[config.mk]
export PLATFORM = sky130hd
export DESIGN_NAME = rtc_seconds_counter
export DESIGN_NICKNAME = d
export VERILOG_FILES = /design/src/rtl/rtc_pkg.sv /design/src/rtl/rtc_counter.sv /design/src/rtl/rtc_alarm.sv /design/src/rtl/rtc_seconds_counter.sv
export SDC_FILE = /design/constraint.sdc
export NUM_CORES = 1
export LEC_CHECK = 0
export ABC_AREA = 0
export BUFFER_PORTS_ARGS = -buffer_cell sky130_fd_sc_hd__buf_2
export CORE_AREA = 2 2 135 137
export CTS_CLUSTER_DIAMETER = 200
export DETAILED_ROUTE_END_ITERATION = 10
export DIE_AREA = 0 0 137 139
export GPL_TIMING_DRIVEN = 1
export PLACE_DENSITY = 0.47
export REMOVE_ABC_BUFFERS = 1
export SYNTH_ARGS = -nofsm -noshare
export SYNTH_HDL_FRONTEND = slang
export SYNTH_SLANG_ARGS = --single-unit
[constraint.sdc]
create_clock -name clk -period 2.6 [get_ports clk]
set_input_delay 0.13 -clock clk [delete_from_list [all_inputs] [get_ports clk]]
set_output_delay 0.13 -clock clk [all_outputs]
set_load 0.02 [all_outputs]
[src/rtl/rtc_pkg.sv]
package rtc_pkg;
  typedef enum logic [2:0] {
    RA_SEC   = 3'd0,
    RA_FRAC  = 3'd1,
    RA_ALARM = 3'd2,
    RA_CTRL  = 3'd3,
    RA_STAT  = 3'd4
  } rtc_addr_e;

  localparam int CB_EN  = 0;
  localparam int CB_AIE = 1;
  localparam int CB_SLK = 2;
  localparam int CB_HLK = 3;

  localparam int SB_ALF = 0;
  localparam int SB_OVF = 1;
  localparam int SB_NVF = 2;
endpackage

[src/rtl/rtc_counter.sv]
module rtc_counter #(
  parameter int SEC_W  = 32,
  parameter int FRAC_W = 15,
  localparam int CNT_W = SEC_W + FRAC_W
) (
  input  logic             clk,
  input  logic             rst_n,
  input  logic             tick_i,
  input  logic             run_i,
  input  logic             ld_sec_i,
  input  logic             ld_frac_i,
  input  logic [SEC_W-1:0] wdata_i,
  output logic [CNT_W-1:0] cnt_o,
  output logic             wrap_o
);
  logic [CNT_W-1:0] cnt_q;
  logic [CNT_W:0]   nxt;
  logic             adv;

  // Increment with carry out; the carry marks a wrap from all ones.
  function automatic logic [CNT_W:0] step(input logic [CNT_W-1:0] v);
    return {1'b0, v} + {{CNT_W{1'b0}}, 1'b1};
  endfunction

  assign nxt    = step(cnt_q);
  assign adv    = tick_i && run_i && !ld_sec_i && !ld_frac_i;
  assign wrap_o = adv && nxt[CNT_W];
  assign cnt_o  = cnt_q;

  always_ff @(posedge clk or negedge rst_n) begin
    if (!rst_n) begin
      cnt_q <= '0;
    end else if (ld_sec_i) begin
      cnt_q[CNT_W-1:FRAC_W] <= wdata_i;
    end else if (ld_frac_i) begin
      cnt_q[FRAC_W-1:0] <= wdata_i[FRAC_W-1:0];
    end else if (adv) begin
      cnt_q <= nxt[CNT_W-1:0];
    end
  end

  // one step per running tick
  a_r2_step: assert property (@(posedge clk) disable iff (!rst_n)
    (tick_i && run_i && !ld_sec_i && !ld_frac_i && !(&cnt_q))
      |=> cnt_q == $past(cnt_q) + 1'b1);
  // no change without a running tick or a load
  a_r3_hold: assert property (@(posedge clk) disable iff (!rst_n)
    (!(tick_i && run_i) && !ld_sec_i && !ld_frac_i) |=> $stable(cnt_q));
  // a wrap lands on zero
  a_r5_wrap_zero: assert property (@(posedge clk) disable iff (!rst_n)
    wrap_o |=> cnt_q == '0);
endmodule

[src/rtl/rtc_alarm.sv]
module rtc_alarm #(
  parameter int SEC_W = 32
) (
  input  logic             clk,
  input  logic             rst_n,
  input  logic [SEC_W-1:0] sec_i,
  input  logic [SEC_W-1:0] alarm_i,
  input  logic             clr_i,
  output logic             flag_o
);
  logic match;
  logic match_q;
  logic hit;

  assign match = (alarm_i != {SEC_W{1'b1}}) && (sec_i == alarm_i);
  assign hit   = match && !match_q;

  always_ff @(posedge clk or negedge rst_n) begin
    if (!rst_n) begin
      match_q <= 1'b0;
      flag_o  <= 1'b0;
    end else begin
      match_q <= match;
      if (hit)        flag_o <= 1'b1;
      else if (clr_i) flag_o <= 1'b0;
    end
  end

  // every rise of the flag follows a real seconds match
  a_r7_rise_on_match: assert property (@(posedge clk) disable iff (!rst_n)
    $rose(flag_o) |-> $past(sec_i == alarm_i && alarm_i != {SEC_W{1'b1}}));
endmodule

[src/rtl/rtc_seconds_counter.sv]
module rtc_seconds_counter
  import rtc_pkg::*;
#(
  parameter int SEC_W  = 32,
  parameter int FRAC_W = 15
) (
  input  logic             clk,
  input  logic             rst_n,
  input  logic             tick_i,
  input  logic             wr_en_i,
  input  logic [2:0]       addr_i,
  input  logic [SEC_W-1:0] wdata_i,
  output logic [SEC_W-1:0] rdata_o,
  output logic             alarm_irq_o
);
  localparam int CNT_W = SEC_W + FRAC_W;

  logic [CNT_W-1:0] cnt;
  logic [SEC_W-1:0] sec;
  logic [SEC_W-1:0] alarm_q;
  logic en_q, aie_q, slk_q, hlk_q, ovf_q, nvf_q;
  logic alarm_flag, wrap, run, lock_block;
  logic wr_sec, wr_frac, wr_alarm, wr_ctrl, wr_stat;
  logic ld_sec, ld_frac;

  assign sec        = cnt[CNT_W-1:FRAC_W];
  assign run        = en_q && !ovf_q && !nvf_q;
  assign lock_block = (slk_q || hlk_q) && !en_q;

  assign wr_sec   = wr_en_i && (addr_i == RA_SEC);
  assign wr_frac  = wr_en_i && (addr_i == RA_FRAC);
  assign wr_alarm = wr_en_i && (addr_i == RA_ALARM);
  assign wr_ctrl  = wr_en_i && (addr_i == RA_CTRL);
  assign wr_stat  = wr_en_i && (addr_i == RA_STAT);
  assign ld_sec   = wr_sec && !lock_block;
  assign ld_frac  = wr_frac && !lock_block;

  rtc_counter #(.SEC_W(SEC_W), .FRAC_W(FRAC_W)) u_cnt (
    .clk(clk), .rst_n(rst_n), .tick_i(tick_i), .run_i(run),
    .ld_sec_i(ld_sec), .ld_frac_i(ld_frac), .wdata_i(wdata_i),
    .cnt_o(cnt), .wrap_o(wrap)
  );

  rtc_alarm #(.SEC_W(SEC_W)) u_alarm (
    .clk(clk), .rst_n(rst_n), .sec_i(sec), .alarm_i(alarm_q),
    .clr_i(wr_stat && wdata_i[SB_ALF]), .flag_o(alarm_flag)
  );

  always_ff @(posedge clk or negedge rst_n) begin
    if (!rst_n) begin
      alarm_q <= '1;
      en_q    <= 1'b0;
      aie_q   <= 1'b0;
      slk_q   <= 1'b0;
      hlk_q   <= 1'b0;
      ovf_q   <= 1'b0;
      nvf_q   <= 1'b1;
    end else begin
      if (wr_alarm) alarm_q <= wdata_i;
      if (wr_ctrl) begin
        en_q  <= wdata_i[CB_EN];
        aie_q <= wdata_i[CB_AIE];
        slk_q <= wdata_i[CB_SLK];
        hlk_q <= hlk_q || wdata_i[CB_HLK];
      end else if (ld_sec) begin
        en_q <= 1'b1;
      end
      if (wrap)                             ovf_q <= 1'b1;
      else if (wr_stat && wdata_i[SB_OVF]) ovf_q <= 1'b0;
      if (wr_stat && wdata_i[SB_NVF])      nvf_q <= 1'b0;
    end
  end

  always_comb begin
    rdata_o = '0;
    case (addr_i)
      RA_SEC:   rdata_o = sec;
      RA_FRAC:  rdata_o[FRAC_W-1:0] = cnt[FRAC_W-1:0];
      RA_ALARM: rdata_o = alarm_q;
      RA_CTRL:  rdata_o[3:0] = {hlk_q, slk_q, aie_q, en_q};
      RA_STAT:  rdata_o[2:0] = {nvf_q, ovf_q, alarm_flag};
      default:  rdata_o = '0;
    endcase
  end

  assign alarm_irq_o = alarm_flag && aie_q;

  // not-valid freezes the count
  a_r4_nv_hold: assert property (@(posedge clk) disable iff (!rst_n)
    (nvf_q && !ld_sec && !ld_frac) |=> $stable(cnt));
  // overflow freezes the count
  a_r5_frozen: assert property (@(posedge clk) disable iff (!rst_n)
    (ovf_q && !ld_sec && !ld_frac) |=> $stable(cnt));
  // locked, stopped counter refuses loads
  a_r10_lock_refuse: assert property (@(posedge clk) disable iff (!rst_n)
    ((wr_sec || wr_frac) && (slk_q || hlk_q) && !en_q) |=> $stable(cnt));
  // hard lock is permanent until reset
  a_r11_hard_sticky: assert property (@(posedge clk) disable iff (!rst_n)
    $past(hlk_q) |-> hlk_q);
endmodule

# Yosys cells after proc, flatten, opt, wreduce, memory -nomap -nowiden
# Index checks and enable logic that the tools add are counted.
# totals
ff_bits	87
in_bits	39
output_inout_bits	33
# classes
add_sub_neg	1
n_eq_ne	7
muxes	14
n_bitwise	1
reduce_logical	37
# ops
op	n
$mux W32	2
$add A47 B1 Y48 const B	1
$mux W47	1
$pmux W17 S2	1
$pmux W11 S3	1
$eq A32 B32 Y1	1
$ne A32 B32 Y1 const B	1
$logic_and A1 B1 Y1	20
$mux W15	1
$pmux W3 S5	1
$reduce_bool A2 Y1	5
$logic_not A1 Y1	7
$eq A3 B2 Y1 const B	2
$mux W1	6
$pmux W1 S4	1
$reduce_and A2 Y1	2
$eq A3 B1 Y1 const B	1
$eq A3 B3 Y1 const B	1
$logic_not A3 Y1	1
$logic_or A1 B1 Y1	2
$ne A2 B1 Y1 const B	1
$not A1 Y1	1

# Longest topological paths before layout
# Gate-level depths: netlist of run 1.
# logic_depth
ltp_word	10
depth_mapped	8

# Hierarchy
# A second synthesis of run 1 with hierarchy kept.
# hier_totals
cells_unflattened	583
area_unflattened_um2	5731.7
# modules_own_cells
mod	instances	cells_each	area_each_um2
rtc_counter	1	337	3041.7
rtc_seconds_counter	1	187	2203.4
rtc_alarm	1	59	486.7

# Worst setup path before layout of run 1
# Ideal clock, no wire load.
# synth_path
path_type	register to register
startpoint	register u_cnt.cnt_q[0], in the netlist u_cnt.cnt_o[0]
endpoint	register u_cnt.cnt_q[46], in the netlist u_cnt.cnt_o[46]
setup_ps	137
t_arrival_ps	1901
t_required_ps	2463
setup_slack_ps	562
stages_incl_launch_ff	9
synth_period_minus_slack_ps	2038
path_cell_list	dfrtp_1 > ha_1 > nand4_1 > or4_1 > buf_2 > buf_6 > nor4_4 > xnor2_1 > a21oi_1
# synth_via
elab_chain_len	4
# synth_rtl
element	line_no	source
start, declared	rtc_counter.sv:16	logic [CNT_W-1:0] cnt_q;
start signal, assigned by index	rtc_counter.sv:34	cnt_q[CNT_W-1:FRAC_W] <= wdata_i;
start signal, assigned by index	rtc_counter.sv:36	cnt_q[FRAC_W-1:0] <= wdata_i[FRAC_W-1:0];
start signal, assigned	rtc_counter.sv:38	cnt_q <= nxt[CNT_W-1:0];
$add A47 B1 Y48	rtc_counter.sv:22	return {1'b0, v} + {{CNT_W{1'b0}}, 1'b1};
$mux W47	rtc_counter.sv:37	end else if (adv) begin
$mux W32	rtc_counter.sv:35	end else if (ld_frac_i) begin
$mux W32	rtc_counter.sv:33	end else if (ld_sec_i) begin
# Every way passes these cells. The select of a mux whose other input is x is not followed.
# A chain may end at the register's enable or synchronous reset.

# Worst setup path in the final report of run 1
# layout_path
startpoint	register u_cnt.cnt_q[0], in the netlist u_cnt.cnt_o[0]
endpoint	register u_cnt.cnt_q[42], in the netlist u_cnt.cnt_o[42]
# Same word-level chain as after synthesis.

==> flow_summary_export.csv, run 1 <==
group,metric,value,unit
status,status,"finished, final reports clean",
cts,clkSinkCount,87,
floorplan,die_w,137,um
cts,root_buffer,"clkbuf_16",
pwr,peakVddDrop,0.335,mV
yosys,ys_seq_elements,87,
yosys,yosysSeqAreaShare,40.0,%
grt,grt_pass1_wl,27700,um
yosys,synth_cells,589,
yosys,synthArstFlopShare,100,%
floorplan,die_h,139,um
critical_path,crit_required,2.82,ns
cells_and_area,finalNonFillerCells,879,
yosys,yosys_warnings,0,
cells_and_area,layout_commonest_cell,"buf_2",
critical_path,crit_chain,"ha_1, nand4_1, or4_1, buf_4, nor4_1, xnor2_1, a21oi_1",
yosys,synthFlopType,"dfrtp_1",
grt,grt_usage,19.1,%
cts,h-tree-depth,3,
detailed_routing,wl_per_cell,19.6,um
timing,tightest_slew,1.20,ns
grt,grt_pass1_vias,4966,
cts,clk_path_buf_depth,2,
cts,clk_pin_slew_worst_paths,0.06,ns
timing,finClkSkew,0.00958,ns
detailed_routing,drt-total-wl,17300,um
cts,cts_resized,0,
place,portBuffers,71,
grt,grt-ovfl-total,0,
cells_and_area,syn2layout_area_growth,17.0,%
detailed_routing,first_iter_violations,351,
yosys,avgSynthCellArea,9.43,um2
detailed_routing,ant_nets,0,
timing,setup_viol,0,
timing,hold_viol,0,
floorplan,core_region_area,0.0177,mm2
detailed_routing,vias_per_cell,5.43,
detailed_routing,drc,0,
cells_and_area,n_antenna_cell,0,
timing,relSlewSlack,19.9,%
place,dp_cells,862,
critical_path,slowest_delay,0.49,ns
yosys,synth_edf_count,0,
critical_path,cp_max_fo,16,
critical_path,cp.arrival,2.52,ns
floorplan,die_area,0.0190,mm2
cells_and_area,drive_gt1_share,30.8,%
timing,finalSetupTns,0,ns
pwr,power.density,812,mW/mm2
cells_and_area,fin_util,36.8,%
critical_path,path_class,"reg -> reg",
pwr,p_leak,2.55,nW
cells_and_area,fillers,1846,
critical_path,start_kind,"register",
min_path,hp-class,"in -> reg",
place,hpwl,13000,um
floorplan,rows,49,
critical_path,slowest_stage,"dfrtp_1",
floorplan,initial_core_util,31.4,%
critical_path,end_kind,"register",
timing,timing.fmax,434,MHz
run,cap_viol_max_count,0,
timing,finalCritPeriodShare,88.7,%
cells_and_area,fin_nets,685,
detailed_routing,num_vias,4773,
yosys,synth_area,0.00555,mm2
pwr,p_total,5.27,mW
cts,clock_latency,0.35,ns
floorplan,io_pins,72,
place,gp_congestion,0.880,
timing,rsz0062_at_grt,"false",
yosys,netlist-cell-type-count,56,
cells_and_area,final_cell_mix,"70 x buf_2, 64 x nor2_1, 63 x xnor2_1",
grt,grt_max_degree,37,
cts,cts_tree,"done",
timing,fin_crit,2.31,ns
grt,grt_antenna_before_repair,0,
timing,slew_violations,0,
detailed_routing,drtPass1Iterations,4,
cts,cts_made_buffers,9,
## layer usage
metal	routed length (um)	track usage, %	vias up
met1	7900	26.2	2348
met3	781	2.70	35
met4	566	9.28	0
met5	0	0	-
li1	-	-	2255
met2	8000	29.2	135
## registers in the layout, summed over array words and instances, names as in the netlist
name / count
ovf_q: 1
u_alarm.flag_o: 1
u_cnt.cnt_o: 47
aie_q: 1
slk_q: 1
alarm_q: 32
u_alarm.match_q: 1
en_q: 1
nvf_q: 1
hlk_q: 1
## stage by stage
step / worst slack [ns] / instance area, um2 / hold slack (ns)
6_report: 0.294 / 6500 / 0.0386
5_1_grt: 0.115 / 6500 / 0.0377
4_1_cts: 0.325 / 6500 / 0.0270
3_5_place_dp: 0.351 / 6160 / 0.125
3_3_place_gp: 0.437 / 6160 / 0.117
2_1_floorplan: -1.46 / 5330 / -0.166
## worst max-delay path: cells and delay by family (launching register included)
family          cells  cell delay (ns)
compound gates      1             0.08
xor+xnor            1             0.17
fa+ha+maj           1             0.27
buf+inv             1             0.24
flops               1             0.49
simple gates        3             0.93
## what timing repair did
item | in CTS | in global routing
endpoints found under the hold margin | 25 | 0
setup buffers | 0 | 0
hold buffers | 1 | 0
## worst paths after layout
kind / slack (ns) / depth (start not counted) / end / startpoint
worst max register to register: 0.29 / 7 / u_cnt.cnt_o[42]$_DFFE_PN0P_ / u_cnt.cnt_o[0]$_DFFE_PN0P_
worst min-delay path: 0.04 / 2 / alarm_q[19]$_DFFE_PN1P_ / wdata_i[19]
min in group asynchronous: 0.28 / 2 / u_cnt.cnt_o[13]$_DFFE_PN0P_ / rst_n
worst max-delay path: 0.29 / 7 / u_cnt.cnt_o[42]$_DFFE_PN0P_ / u_cnt.cnt_o[0]$_DFFE_PN0P_
worst min register to register: 0.49 / 1 / nvf_q$_DFFE_PN1P_ / nvf_q$_DFFE_PN1P_
max in group asynchronous: 1.61 / 3 / alarm_q[16]$_DFFE_PN1P_ / rst_n
## synthesized netlist by cell type (11+ instances only)
master / n / area (um2)
mux2i_1: 12 / 120
nor2_1: 64 / 240
dfstp_2: 33 / 867
nand2_1: 38 / 143
nand3_1: 16 / 80.1
mux2_2: 37 / 417
dfrtp_1: 54 / 1350
clkbuf_1: 26 / 97.6
xnor2_1: 63 / 552
a21oi_1: 61 / 305
a22o_1: 20 / 175
nand4_1: 27 / 169
nor4_1: 13 / 81.3
nor3_1: 11 / 55.1
## where the power goes
part           internal [mW]  switching, mW  total (mW)
Clock                  0.894          0.535        1.43
Combinational          0.727          0.721        1.45
Sequential              1.79          0.607        2.40
## cell type report
class / instances / area (um2) / share of cell area, %
multi-input cells: 446 / 3100 / 47.8
repair buffers: 92 / 531 / 8.16
inverters: 9 / 33.8 / 0.520
clock inverters: 3 / 65.1 / 1.00
clock buffers: 13 / 260 / 4.01
well taps: 229 / 287 / 4.41
flip-flops and latches: 87 / 2220 / 34.1
## cell families (layout without fill, tap and decap cells)
family / Yosys count / after routing / share of synthesized area, %
XOR/XNOR: 64 / 64 / 10.1
AND/OR/NAND/NOR: 215 / 215 / 21.5
adder cells (fa/ha/maj): 1 / 1 / 0.225
AO/OA/AOI/OAI: 115 / 115 / 13.1
flip-flops: 87 / 87 / 40.0
multiplexers: 51 / 51 / 10.5
buffers and inverters: 56 / 117 / 4.57
Power figures use the tool's default switching activity.
==> inputs of run 2 (changes only) <==
==> constraint.sdc (replaced) <==
create_clock -name clk -period 2.82 [get_ports clk]
set_input_delay 0.141 -clock clk [delete_from_list [all_inputs] [get_ports clk]]
set_output_delay 0.141 -clock clk [all_outputs]
set_load 0.02 [all_outputs]
==> run 2 against run 1 <==
Net effect:
- register-to-register slack gained 0.15 ns
- largest cell class unchanged
- critical path type unchanged
- sequential power shrank 8%
- wire length grew 2.1%
- worst hold slack gained 0.0011 ns
- maximum frequency shrank 2.9%
==> flow_summary_export.csv, run 2 (same netlist as run 1, synthesis figures left out) <==
group,metric,value,unit
detailed_routing,num_vias,4769,
status,status,"finished, final reports clean",
grt,grt_max_degree,53,
timing,relSlewSlack,14.1,%
cts,root_buffer,"clkbuf_16",
pwr,p_leak,2.53,nW
grt,grt-ovfl-total,0,
pwr,peakVddDrop,0.314,mV
timing,setup_viol,0,
place,gp_congestion,0.870,
timing,fin_crit,2.37,ns
cts,h-tree-depth,3,
cells_and_area,final_cell_mix,"70 x buf_2, 64 x nor2_1, 63 x xnor2_1",
grt,grt_pass1_wl,28000,um
cts,cts_tree,"done",
cells_and_area,syn2layout_area_growth,16.5,%
cts,clk_path_buf_depth,2,
place,portBuffers,71,
cells_and_area,fin_nets,682,
min_path,hp-class,"in -> reg",
pwr,p_total,4.86,mW
timing,finalSetupTns,0,ns
critical_path,path_class,"reg -> reg",
critical_path,path_buf_inv,1,
grt,grt_usage,19.3,%
floorplan,die_area,0.0190,mm2
floorplan,core_region_area,0.0177,mm2
detailed_routing,first_iter_violations,357,
cts,clkSinkCount,87,
floorplan,io_pins,72,
cells_and_area,drive_gt1_share,30.8,%
critical_path,crit_chain,"ha_1, nand4_1, or4_1, buf_4, nor4_1, xnor2_1, a21oi_1",
cts,cts_made_buffers,9,
critical_path,slowest_stage,"dfrtp_1",
grt,grt_pass1_vias,4833,
detailed_routing,drc,0,
floorplan,initial_core_util,31.4,%
run,cap_viol_max_count,0,
timing,timing.fmax,421,MHz
timing,finalCritPeriodShare,84.2,%
cts,clock_latency,0.36,ns
floorplan,die_h,139,um
grt,grt_antenna_before_repair,0,
critical_path,cp_top_family,"simple AND/OR/NAND/NOR gates",
critical_path,crit_required,3.05,ns
floorplan,rows,49,
critical_path,cp_max_fo,16,
cells_and_area,fillers,1836,
timing,hold_viol,0,
detailed_routing,ant_nets,0,
cells_and_area,n_antenna_cell,0,
detailed_routing,wl_per_cell,20.1,um
critical_path,cp.arrival,2.61,ns
timing,tightest_slew,1.29,ns
cells_and_area,largest_reg_flops,47,
timing,rsz0062_at_grt,"false",
detailed_routing,vias_per_cell,5.44,
timing,slew_violations,0,
timing,finClkSkew,0.0105,ns
cells_and_area,fin_util,36.6,%
pwr,power.density,751,mW/mm2
cts,clk_pin_slew_worst_paths,0.07,ns
cts,cts_resized,0,
cells_and_area,layout_commonest_cell,"buf_2",
detailed_routing,drt-total-wl,17600,um
critical_path,end_kind,"register",
critical_path,start_kind,"register",
place,hpwl,13000,um
critical_path,slowest_delay,0.49,ns
floorplan,die_w,137,um
detailed_routing,drtPass1Iterations,5,
run 2: changes by cell type in the layout (fill, tap and decap cells not counted):
cell and change:
clkbuf_8 -2, inv_6 +1, clkinvlp_4 +3, buf_4 -3, clkbuf_1 -2
run 2: area by class of cell:
class / count / area (um2) / share of cell area [%]
flip-flops and latches: 87 / 2220 / 34.3
well taps: 229 / 287 / 4.43
repair buffers: 89 / 508 / 7.85
inverters: 9 / 33.8 / 0.522
clock buffers: 9 / 225 / 3.48
multi-input cells: 446 / 3100 / 48.0
clock inverters: 7 / 96.3 / 1.49
run 2: path summary, 6_finish.rpt:
kind | slack [ns] | startpoint | cells after the start | to
setup / recovery | 0.45 | u_cnt.cnt_o[0]$_DFFE_PN0P_ | 7 | u_cnt.cnt_o[26]$_DFFE_PN0P_
hold / removal | 0.04 | wdata_i[29] | 2 | alarm_q[29]$_DFFE_PN1P_
setup reg to reg | 0.45 | u_cnt.cnt_o[0]$_DFFE_PN0P_ | 7 | u_cnt.cnt_o[26]$_DFFE_PN0P_
hold reg to reg | 0.50 | nvf_q$_DFFE_PN1P_ | 1 | nvf_q$_DFFE_PN1P_
max in group asynchronous | 1.67 | rst_n | 3 | alarm_q[16]$_DFFE_PN1P_
min in group asynchronous | 0.37 | rst_n | 2 | u_cnt.cnt_o[12]$_DFFE_PN0P_
run 2: metrics by stage:
step           setup slack (ns)  instance area [um2]  instances  hold WS, ns
3_5_place_dp              0.483                 6140        859        0.262
3_3_place_gp              0.581                 6140        859        0.260
5_1_grt                   0.224                 6470        876       0.0385
2_1_floorplan             -1.25                 5330        542       -0.155
4_1_cts                   0.459                 6470        876       0.0261
6_report                  0.445                 6470        876       0.0397
run 2: worst register-to-register path: stages, from the launching register on:
cell and delay, ns:
dfrtp_1 0.49, ha_1 0.26, nand4_1 0.20, or4_1 0.45, buf_4 0.24, nor4_1 0.37, xnor2_1 0.17, a21oi_1 0.08
run 2: report_power, final:
| group | leakage [nW] | switching [mW] | internal [mW] |
|---|---|---|---|
| registers | 0.965 | 0.566 | 1.65 |
| clock network | 0.148 | 0.544 | 0.778 |
| logic | 1.42 | 0.662 | 0.662 |
run 2: per-layer routing:
metal	track usage, %	up-vias	routed length [um]
met5	0	-	0
met4	7.16	0	406
met3	3.29	26	853
met2	29.1	117	8200
met1	27.5	2396	8150
li1	-	2230	-
run 2: timing repair:
| action | 4_1_cts | 5_1_grt |
|---|---|---|
| hold buffers | 1 | 0 |
| hold endpoints to repair | 36 | 0 |
| buffers inserted | 0 | 0 |
